$ cat config.mk
export PLATFORM = sky130hd
export DESIGN_NAME = t1e1_slot_mapper
export DESIGN_NICKNAME = d
export VERILOG_FILES = /design/src/rtl/t1e1_pkg.sv /design/src/rtl/t1e1_t1_capture.sv /design/src/rtl/t1e1_frame_store.sv /design/src/rtl/t1e1_e1_serializer.sv /design/src/rtl/t1e1_slot_mapper.sv
export SDC_FILE = /design/constraint.sdc
export NUM_CORES = 1
export LEC_CHECK = 0
export BUFFER_PORTS_ARGS = -buffer_cell sky130_fd_sc_hd__clkbuf_2
export CORE_MARGIN = 2
export CORE_UTILIZATION = 49
export CTS_BUF_LIST = sky130_fd_sc_hd__clkbuf_16
export CTS_CLUSTER_SIZE = 28
export DETAILED_ROUTE_END_ITERATION = 6
export HOLD_SLACK_MARGIN = 0.03
export SYNTH_ARGS = -nofsm -noshare
export SYNTH_HDL_FRONTEND = slang
export SYNTH_SLANG_ARGS = --single-unit
$ cat constraint.sdc
create_clock -name clk -period 6.65 [get_ports clk]
set_input_delay 0.665 -clock clk [delete_from_list [all_inputs] [get_ports clk]]
set_output_delay 0.665 -clock clk [all_outputs]
set_load 0.02 [all_outputs]
$ cat src/rtl/t1e1_pkg.sv
package t1e1_pkg;

  // Number of T1 slots that carry payload in the selected mode.
  function automatic int unsigned live_slots(input logic dch_mode, input int unsigned n_slots);
    return dch_mode ? (n_slots - 1) : n_slots;
  endfunction

endpackage

$ cat src/rtl/t1e1_t1_capture.sv
module t1e1_t1_capture
  import t1e1_pkg::*;
#(
  parameter int N_SLOTS = 24,
  parameter int OCT_W   = 8
) (
  input  logic                         clk,
  input  logic                         rst,
  input  logic                         isdn,
  input  logic                         t1_en,
  input  logic                         t1_fp,
  input  logic                         t1_bit,
  output logic                         wr_en,
  output logic [$clog2(N_SLOTS)-1:0]   wr_addr,
  output logic [OCT_W-1:0]             wr_data,
  output logic                         frame_done
);
  localparam int FRAME_BITS = N_SLOTS * OCT_W + 1;
  localparam int POS_W      = $clog2(FRAME_BITS);
  localparam int ADDR_W     = $clog2(N_SLOTS);
  localparam int OCT_LG     = $clog2(OCT_W);

  logic [POS_W-1:0]  pos_q, pos_n, idx;
  logic              synced_q, accept, payload, octet_end, skip;
  logic [OCT_W-1:0]  sr_q, sr_n;
  logic [ADDR_W-1:0] slot;

  always_comb begin
    if (t1_fp || (pos_q == POS_W'(FRAME_BITS - 1))) pos_n = '0;
    else                                            pos_n = pos_q + 1'b1;
    idx       = pos_n - 1'b1;
    slot      = ADDR_W'(idx >> OCT_LG);
    payload   = (pos_n != '0);
    octet_end = payload && (idx[OCT_LG-1:0] == OCT_LG'(OCT_W - 1));
    sr_n      = {sr_q[OCT_W-2:0], t1_bit};
    accept    = t1_en && (t1_fp || synced_q);
    skip      = (32'(slot) >= live_slots(isdn, N_SLOTS));
  end

  always_ff @(posedge clk) begin
    if (rst) begin
      pos_q      <= '0;
      synced_q   <= 1'b0;
      sr_q       <= '0;
      wr_en      <= 1'b0;
      wr_addr    <= '0;
      wr_data    <= '0;
      frame_done <= 1'b0;
    end else begin
      wr_en      <= 1'b0;
      frame_done <= 1'b0;
      if (accept) begin
        pos_q    <= pos_n;
        synced_q <= 1'b1;
        if (payload) sr_q <= sr_n;
        if (octet_end) begin
          wr_en      <= !skip;
          wr_addr    <= slot;
          wr_data    <= sr_n;
          frame_done <= (slot == ADDR_W'(N_SLOTS - 1));
        end
      end
    end
  end

endmodule

$ cat src/rtl/t1e1_frame_store.sv
module t1e1_frame_store #(
  parameter int N_SLOTS = 24,
  parameter int OCT_W   = 8
) (
  input  logic                        clk,
  input  logic                        rst,
  input  logic                        wr_en,
  input  logic [$clog2(N_SLOTS)-1:0]  wr_addr,
  input  logic [OCT_W-1:0]            wr_data,
  input  logic                        frame_done,
  input  logic                        rd_latch,
  input  logic [$clog2(N_SLOTS)-1:0]  rd_addr,
  output logic [OCT_W-1:0]            rd_data,
  output logic                        rd_valid
);
  localparam int ADDR_W = $clog2(N_SLOTS);
  localparam int DEPTH  = 2 * (1 << ADDR_W);

  logic [OCT_W-1:0] mem [DEPTH];
  logic wbank_q, latest_q, have_q, rbank_q;

  // Plain write port and registered read port: maps onto a block RAM.
  always_ff @(posedge clk) begin
    if (wr_en) mem[{wbank_q, wr_addr}] <= wr_data;
    rd_data <= mem[{rbank_q, rd_addr}];
  end

  always_ff @(posedge clk) begin
    if (rst) begin
      wbank_q  <= 1'b0;
      latest_q <= 1'b0;
      have_q   <= 1'b0;
      rbank_q  <= 1'b0;
      rd_valid <= 1'b0;
    end else begin
      if (frame_done) begin
        latest_q <= wbank_q;
        wbank_q  <= ~wbank_q;
        have_q   <= 1'b1;
      end
      if (rd_latch) begin
        rbank_q  <= latest_q;
        rd_valid <= have_q;
      end
    end
  end

endmodule

$ cat src/rtl/t1e1_e1_serializer.sv
module t1e1_e1_serializer
  import t1e1_pkg::*;
#(
  parameter int N_E1  = 32,
  parameter int N_MAP = 24,
  parameter int OCT_W = 8
) (
  input  logic                      clk,
  input  logic                      rst,
  input  logic                      isdn,
  input  logic                      e1_en,
  output logic                      frame_start,
  output logic [$clog2(N_MAP)-1:0]  rd_addr,
  input  logic [OCT_W-1:0]          rd_data,
  input  logic                      rd_valid,
  output logic                      e1_bit,
  output logic                      e1_sof
);
  localparam int FRAME_BITS = N_E1 * OCT_W;
  localparam int POS_W      = $clog2(FRAME_BITS);
  localparam int SLOT_W     = $clog2(N_E1);
  localparam int ADDR_W     = $clog2(N_MAP);
  localparam int OCT_LG     = $clog2(OCT_W);

  logic [POS_W-1:0]  pos_q, pos_n;
  logic [SLOT_W-1:0] cur_slot, nxt_slot, last_map;
  logic [OCT_W-1:0]  sr_q, fill;
  logic              octet_start, mapped;

  always_comb begin
    pos_n       = (pos_q == POS_W'(FRAME_BITS - 1)) ? '0 : pos_q + 1'b1;
    cur_slot    = SLOT_W'(pos_q >> OCT_LG);
    nxt_slot    = (cur_slot == SLOT_W'(N_E1 - 1)) ? '0 : cur_slot + 1'b1;
    octet_start = (pos_n[OCT_LG-1:0] == '0);
    last_map    = SLOT_W'(live_slots(isdn, N_MAP));
    mapped      = rd_valid && (nxt_slot != '0) && (nxt_slot <= last_map);
    fill        = mapped ? rd_data : {OCT_W{1'b1}};
    // Prefetch address: octet needed at the next slot boundary.
    rd_addr     = ADDR_W'(nxt_slot - 1'b1);
    frame_start = e1_en && (pos_n == '0);
  end

  always_ff @(posedge clk) begin
    if (rst) begin
      pos_q  <= POS_W'(FRAME_BITS - 1);
      sr_q   <= '1;
      e1_sof <= 1'b0;
    end else if (e1_en) begin
      pos_q  <= pos_n;
      e1_sof <= (pos_n == '0);
      sr_q   <= octet_start ? fill : {sr_q[OCT_W-2:0], 1'b1};
    end
  end

  assign e1_bit = sr_q[OCT_W-1];

endmodule

$ cat src/rtl/t1e1_slot_mapper.sv
module t1e1_slot_mapper #(
  parameter int T1_SLOTS = 24,
  parameter int E1_SLOTS = 32,
  parameter int OCTET_W  = 8
) (
  input  logic clk,
  input  logic rst,
  input  logic isdn_mode,
  input  logic t1_bit_en,
  input  logic t1_frame_pulse,
  input  logic t1_data,
  input  logic e1_bit_en,
  output logic e1_data,
  output logic e1_frame_start
);
  localparam int ADDR_W = $clog2(T1_SLOTS);

  logic               st_wr_en, st_frame_done, rd_latch, rd_valid;
  logic [ADDR_W-1:0]  st_wr_addr, rd_addr;
  logic [OCTET_W-1:0] st_wr_data, rd_data;

  t1e1_t1_capture #(.N_SLOTS(T1_SLOTS), .OCT_W(OCTET_W)) u_cap (
    .clk        (clk),
    .rst        (rst),
    .isdn       (isdn_mode),
    .t1_en      (t1_bit_en),
    .t1_fp      (t1_frame_pulse),
    .t1_bit     (t1_data),
    .wr_en      (st_wr_en),
    .wr_addr    (st_wr_addr),
    .wr_data    (st_wr_data),
    .frame_done (st_frame_done)
  );

  t1e1_frame_store #(.N_SLOTS(T1_SLOTS), .OCT_W(OCTET_W)) u_store (
    .clk        (clk),
    .rst        (rst),
    .wr_en      (st_wr_en),
    .wr_addr    (st_wr_addr),
    .wr_data    (st_wr_data),
    .frame_done (st_frame_done),
    .rd_latch   (rd_latch),
    .rd_addr    (rd_addr),
    .rd_data    (rd_data),
    .rd_valid   (rd_valid)
  );

  t1e1_e1_serializer #(.N_E1(E1_SLOTS), .N_MAP(T1_SLOTS), .OCT_W(OCTET_W)) u_ser (
    .clk         (clk),
    .rst         (rst),
    .isdn        (isdn_mode),
    .e1_en       (e1_bit_en),
    .frame_start (rd_latch),
    .rd_addr     (rd_addr),
    .rd_data     (rd_data),
    .rd_valid    (rd_valid),
    .e1_bit      (e1_data),
    .e1_sof      (e1_frame_start)
  );

endmodule

==> flow_summary_export.csv, run 1 <==
group,metric,value,unit
status,status,"complete, no violations",
clocking,cts_hold_buf,0,
worst_setup_path,cp.depth,9,
placement,globalplace.congestion,0.8690,
synth,synth_mux_area_share,8.903,%
sta,setup_viol,0,
synth,ys_ff_latch,573,
worst_setup_path,rrSetupSlack,2010,ps
sta,clock_skew,12.51,ps
route,first_pass_iters,6,
sta,hold_viol,0,
power_and_ir_drop,ir_drop,227.7,uV
worst_setup_path,rr_endpoint,"u_store.rd_data[7]",
sta,rsz0062_at_grt,"no",
sta,setup_ws,2014,ps
placement,post-place-ws,2184,ps
layout,final_common_cell,"edfxtp_1",
sta,finalMaxSlewViolations,0,
layout,final_cells,2291,
layout,layout.area.seq,16610,um^2
synth,synth_xor_area_share,0.5883,%
global_routing,grt_pass1_vias,14000,
route,totalWireLength,64070,um
sta,worst_pin_slew,1260,ps
synth,yosys.area_share.simple,7.537,%
power_and_ir_drop,power.density,344.2,nW/um^2
global_routing,grt-ovfl-total,0,
clocking,cts.sinks,573,
synth,synth.distinct_cells,75,
sta,maxSlewHeadroom,15.78,%
sta,post-route-period-util,69.71,%
clocking,post_cts_resized,0,
placement,dp_hpwl,37700,um
global_routing,grt.total_usage,25.72,%
worst_setup_path,reg2reg_depth,9,
floorplan,rows,80,
route,wl_per_cell,27.96,um
global_routing,grt_pass1_wl,94870,um
synth,synthAdderAreaFrac,0.7879,%
layout,diodes,0,
worst_setup_path,setup.worst_path.start,"u_ser.pos_q[4]",
layout,layout_common_cells,"512 x edfxtp_1, 151 x nor2_1, 119 x a21oi_1",
floorplan,die_x,224.5,um
worst_setup_path,timing.critical_path.buf_inv,2,
sta,timing.fmax,215.7,MHz
floorplan,die_h,224.5,um
worst_setup_path,cp_slowest_cell,"ha_4",
clocking,cts_tree,"done",
worst_setup_path,cpPeakStageDelay,820,ps
synth,synth_area_per_cell,14.43,um^2
floorplan,fp.dieArea,50400,um^2
synth,synth_top_family_by_area,"compound AO/OA/AOI/OAI gates",
worst_setup_path,criticalPathCategory,"reg2reg",
clocking,worstSkewPairLatency,620,ps
synth,synthArstFlopShare,0,%
global_routing,grt_start_max_net_pins,113,
worst_setup_path,endpoint,"u_store.rd_data[7]",
placement,place_inst,2181,
worst_setup_path,crit_top_cell,"buf_4",
clocking,clockBufferDepth,3,
clocking,clockRootBuffer,"clkbuf_16",
sta,fin_crit,4636,ps
synth,ys_seq_area_share,69.67,%
global_routing,antenna_found_initial,0,
power_and_ir_drop,p_leak,8.069,nW
worst_setup_path,cp-start-kind,"register",
synth,syn_area,23820,um^2
layout,final_layout_size_suffix_gt1_share,11.34,%
clocking,cts_setup_buffers,0,
worst_setup_path,cp_top_family,"compound AO/OA/AOI/OAI gates",
worst_setup_path,crit_chain,"ha_4 > buf_4 > or3_1 > a21oi_1 > o221a_2 > or2_1 > buf_4 > o31ai_1 > mux4_2",
route,drtIter0Drc,1965,
layout,syn_to_final_growth,10.14,%
layout,num-fill-cells,3847,
clocking,cts_buffers,59,
floorplan,core,47850,um^2
sta,setup_tns,0,ps
synth,synth-edff-count,512,
synth,ys_warn_count,0,
layout,multi_input_area,6683,um^2
route,via_per_inst,6.393,
worst_setup_path,cp-end-kind,"register",
route,vias,14650,
floorplan,start_util,49.79,%
worst_setup_path,critPathMaxFanout,69,
synth,synth_nets,1673,
placement,port_buffers,8,
route,drc_errors,0,
synth,synth_ff_type,"edfxtp_1",
clocking,htree_levels,2,
layout,nNetsFinal,1649,
min_path,hold_class,"in2reg",
synth,synth-compound-area-share,10.11,%
job,cap_violations,0,
worst_setup_path,critPathRequiredTime,7210,ps
worst_setup_path,cp.arrival,5190,ps
worst_setup_path,timing.rr.start,"u_ser.pos_q[4]",
synth,synthCells,1651,
route,ant_nets,0,
floorplan,ios,9,
clocking,clk_pin_slew,60,ps
[report_power, final]
part | switching, mW | total, mW | internal, mW
Sequential | 0.0408 | 3.94 | 3.90
Clock | 1.36 | 3.19 | 1.83
Combinational | 1.29 | 1.89 | 0.606
[state kept, by name (all words and copies together) (netlist names)]
register	flops
u_store.mem	512
u_cap.pos_q	8
u_cap.wr_data	8
u_ser.pos_q	8
u_ser.sr_q	8
u_store.rd_data	8
u_cap.sr_q	7
u_cap.wr_addr	5
u_cap.frame_done	1
u_cap.synced_q	1
u_cap.wr_en	1
u_ser.e1_sof	1
u_store.have_q	1
u_store.latest_q	1
u_store.rbank_q	1
u_store.rd_valid	1
u_store.wbank_q	1
[logic make-up after synthesis]
| family | Yosys count |
|---|---|
| flip-flops | 573 |
| AND/OR/NAND/NOR | 388 |
| AO/OA/AOI/OAI | 368 |
| multiplexers | 158 |
| buffers and inverters | 133 |
| XOR/XNOR | 16 |
| adder cells (fa/ha/maj) | 15 |
[cells in the mapped netlist (9+ instances only)]
| master | instances | area, um^2 |
|---|---|---|
| a21oi_1 | 119 | 595.6 |
| a31oi_1 | 49 | 306.5 |
| and3_1 | 14 | 87.58 |
| buf_1 | 20 | 75.07 |
| buf_2 | 38 | 190.2 |
| clkbuf_1 | 61 | 229.0 |
| dfxtp_1 | 61 | 1221 |
| edfxtp_1 | 512 | 15370 |
| ha_1 | 15 | 187.7 |
| mux2i_1 | 114 | 1141 |
| mux4_2 | 43 | 968.4 |
| nand2_1 | 76 | 285.3 |
| nand2b_1 | 11 | 68.82 |
| nand3_1 | 76 | 380.4 |
| nor2_1 | 152 | 570.6 |
| nor2b_1 | 11 | 68.82 |
| nor3_1 | 12 | 60.06 |
| o21a_1 | 11 | 82.58 |
| o21ai_0 | 45 | 225.2 |
| o221ai_1 | 45 | 394.1 |
| o22ai_1 | 34 | 212.7 |
| xnor2_1 | 9 | 78.83 |
[final cells by class]
type                       count  area share [%]
inverter                       9          0.1478
tap                          615           2.933
clock inverter                51           1.440
timing repair buffer          39           1.087
sequential                   573           63.30
clock buffer                  59           5.627
multi-input combinational    945           25.47
[metrics by stage]
stage	area [um^2]	util [%]	total power [mW]	hold slack [ps]
after floorplan	23820	-	5.237	418.0
after global placement	24380	50.96	5.877	440.5
after detailed placement	24380	50.96	5.885	449.3
after CTS	26240	54.84	9.058	263.8
after global routing	26240	54.84	9.325	304.2
final	26240	54.84	9.031	297.3
[worst min-delay path by stage]
| stage | end | depth (start not counted) | slack, ps | from |
|---|---|---|---|---|
| 2_1_floorplan | u_ser.sr_q[1] | 1 | 420 | u_store.rd_data[1] |
| 3_3_place_gp | u_ser.sr_q[5] | 1 | 440 | u_store.rd_data[5] |
| 3_5_place_dp | u_ser.sr_q[4] | 1 | 450 | u_store.rd_data[4] |
| 4_1_cts | u_cap.wr_data[0] | 3 | 260 | t1_data |
| 5_1_grt | u_cap.sr_q[0] | 3 | 300 | t1_data |
| 6_report | u_cap.wr_data[0] | 3 | 300 | t1_data |
[worst min-delay path: cells and delay by family]
| kind | cells | cell delay, ps |
|---|---|---|
| buffers and inverters | 1 | 80 |
| AND/OR/NAND/NOR | 1 | 70 |
| multiplexers | 1 | 60 |
[routing by layer]
metal	share of wire, %	track usage (%)	vias to the layer above
li1	-	-	6416
met1	42	36.38	7400
met2	47	40.27	686
met3	7.9	4.572	144
met4	3.6	9.400	0
met5	0	0	-
(Power assumes the default switching activity.)
==> run 2, diff against run 1 <==
Clock period 6.65 ns to 4.6 ns, I/O delays scaled along.
==> run 2 against run 1 <==
  * The flow now finishes with violations (design-rule violations)
  * Worst hold slack lost 170 ps
  * Critical path depth grew 7
  * Maximum frequency grew 21%
  * Combinational power grew 48%
  * First-iteration DRC count shrank 4.5%
  * Sequential power grew 45%
  * Non-clock buffer count grew 11
  * Clock-buffer cell count shrank 2
  * Cell count grew 0.22%
  * Critical endpoint is now u_ser.sr_q[0]
  * Largest cell class unchanged
==> flow_summary_export.csv, run 2 (synthesized netlist as in run 1, its figures left out) <==
group,metric,value,unit
status,status,"complete, but fails checks",
status,violations,"design-rule violations",
placement,place_inst,2192,
layout,nNetsFinal,1658,
worst_setup_path,cp-end-kind,"register",
worst_setup_path,rrSetupSlack,780,ps
clocking,cts_tree,"done",
clocking,clockRootBuffer,"clkbuf_16",
placement,port_buffers,8,
worst_setup_path,cp.arrival,4310,ps
route,ant_nets,0,
power_and_ir_drop,ir_drop,304.3,uV
route,via_per_inst,6.375,
clocking,htree_levels,2,
sta,post-route-period-util,82.97,%
route,vias,14640,
min_path,hold_class,"in2reg",
route,wl_per_cell,27.94,um
clocking,worstSkewPairLatency,620,ps
sta,hold_viol,0,
power_and_ir_drop,p_leak,8.173,nW
worst_setup_path,timing.critical_path.buf_inv,4,
layout,max_flop_register,"u_store.mem",
sta,maxSlewHeadroom,31.69,%
sta,finalMaxSlewViolations,0,
sta,setup_tns,0,ps
worst_setup_path,critPathRequiredTime,5090,ps
global_routing,grt_pass1_vias,13960,
route,drc_errors,1,
sta,clock_skew,23.47,ps
worst_setup_path,cp-start-kind,"register",
worst_setup_path,rr_endpoint,"u_ser.sr_q[0]",
worst_setup_path,setup.worst_path.start,"u_ser.pos_q[4]",
worst_setup_path,crit_top_cell,"ha_1",
layout,final_layout_size_suffix_gt1_share,12.08,%
clocking,cts_setup_buffers,0,
sta,rsz0062_at_grt,"no",
worst_setup_path,cp_slowest_cell,"ha_1",
clocking,cts_buffers,57,
floorplan,start_util,49.79,%
sta,timing.fmax,262.0,MHz
clocking,cts_hold_buf,0,
worst_setup_path,cp_top_family,"compound AO/OA/AOI/OAI gates",
layout,final_common_cell,"edfxtp_1",
layout,syn_to_final_growth,10.85,%
floorplan,rows,80,
route,drtIter0Drc,1877,
layout,layout_common_cells,"512 x edfxtp_1, 150 x nor2_1, 119 x a21oi_1",
worst_setup_path,endpoint,"u_ser.sr_q[0]",
job,cap_violations,0,
sta,worst_pin_slew,1021,ps
worst_setup_path,crit_chain,"buf_4 > ha_1 > buf_4 > inv_2 > nor2_1 > ha_1 > nor2_4 > inv_4 > ha_1 > nor2b_1 > o21a_1 > o21a_1 > o21ai_0 > o2111ai_1 > or3_1 > o32a_1",
sta,setup_ws,783.2,ps
clocking,clockBufferDepth,3,
floorplan,die_h,224.5,um
sta,fin_crit,3817,ps
floorplan,ios,9,
sta,setup_viol,0,
global_routing,grt_pass1_wl,94930,um
floorplan,die_x,224.5,um
route,totalWireLength,64140,um
placement,globalplace.congestion,0.8866,
global_routing,grt-ovfl-total,0,
worst_setup_path,reg2reg_depth,16,
clocking,post_cts_resized,0,
power_and_ir_drop,power,13.24,mW
power_and_ir_drop,power.density,501.5,nW/um^2
floorplan,fp.dieArea,50400,um^2
placement,dp_hpwl,39060,um
clocking,cts.sinks,573,
global_routing,grt.total_usage,25.66,%
worst_setup_path,cpPeakStageDelay,490,ps
layout,final_cells,2296,
layout,largest_reg_flops,512,
global_routing,grt_start_max_net_pins,113,
worst_setup_path,criticalPathCategory,"reg2reg",
min_path,holdPathStages,3,
worst_setup_path,timing.rr.start,"u_ser.pos_q[4]",
route,first_pass_iters,7,
worst_setup_path,cp.depth,16,
global_routing,antenna_found_initial,1,
placement,post-place-ws,647.8,ps
floorplan,core,47850,um^2
layout,num-fill-cells,3900,
clocking,clk_pin_slew,60,ps
worst_setup_path,critPathMaxFanout,31,
## run 2: cell types whose count changed in the layout (fill, tap and decap cells not counted), moves of 4 or more
cell and change:
clkinvlp_4 -4, buf_4 +6, clkinv_1 +5, bufinv_16 +4, clkinv_2 +4, buf_12 +5, inv_1 -14
## run 2: power by group
group          internal (mW)  switching [mW]
logic                  0.941            1.86
clock network           2.79            1.95
registers               5.64          0.0606
## run 2: tightest hold or removal path: stages
cell	delay (ps)
clkbuf_2	90
mux2i_1	60
nor2_1	70
## run 2: area by class of cell
class | instances | area [um^2] | area share (%)
Sequential cell | 573 | 16610 | 62.89
Tap cell | 615 | 769.5 | 2.914
Multi-Input combinational cell | 945 | 6680 | 25.30
Antenna cell | 1 | 2.502 | 0.009477
Clock buffer | 57 | 1426 | 5.402
Inverter | 9 | 38.79 | 0.1469
Clock inverter | 46 | 450.4 | 1.706
Timing Repair Buffer | 50 | 430.4 | 1.630
## run 2: how the worst min path moves through the flow
stage | slack [ps] | end | startpoint
6_report | 120 | u_cap.wr_data[0] | t1_data
5_1_grt | 140 | u_cap.sr_q[0] | t1_data
4_1_cts | 100 | u_cap.wr_data[0] | t1_data
3_5_place_dp | 460 | u_ser.e1_sof | u_ser.e1_sof
3_3_place_gp | 450 | u_ser.e1_sof | u_ser.e1_sof
2_1_floorplan | 420 | u_ser.sr_q[1] | u_store.rd_data[1]
## run 2: stage by stage
step / util [%] / instance area, um^2 / hold slack [ps]
2_1_floorplan: - / 23820 / 418.0
3_3_place_gp: 51.26 / 24520 / 448.9
3_5_place_dp: 51.26 / 24520 / 455.3
4_1_cts: 55.18 / 26400 / 99.84
5_1_grt: 55.18 / 26400 / 140.1
6_report: 55.19 / 26410 / 123.5
## run 2: metal layers
layer / track usage [%] / wire length [um]
met4: 7.114 / 1587
met5: 0 / 0
met2: 39.99 / 29850
met1: 37.37 / 27860
met3: 4.598 / 4845
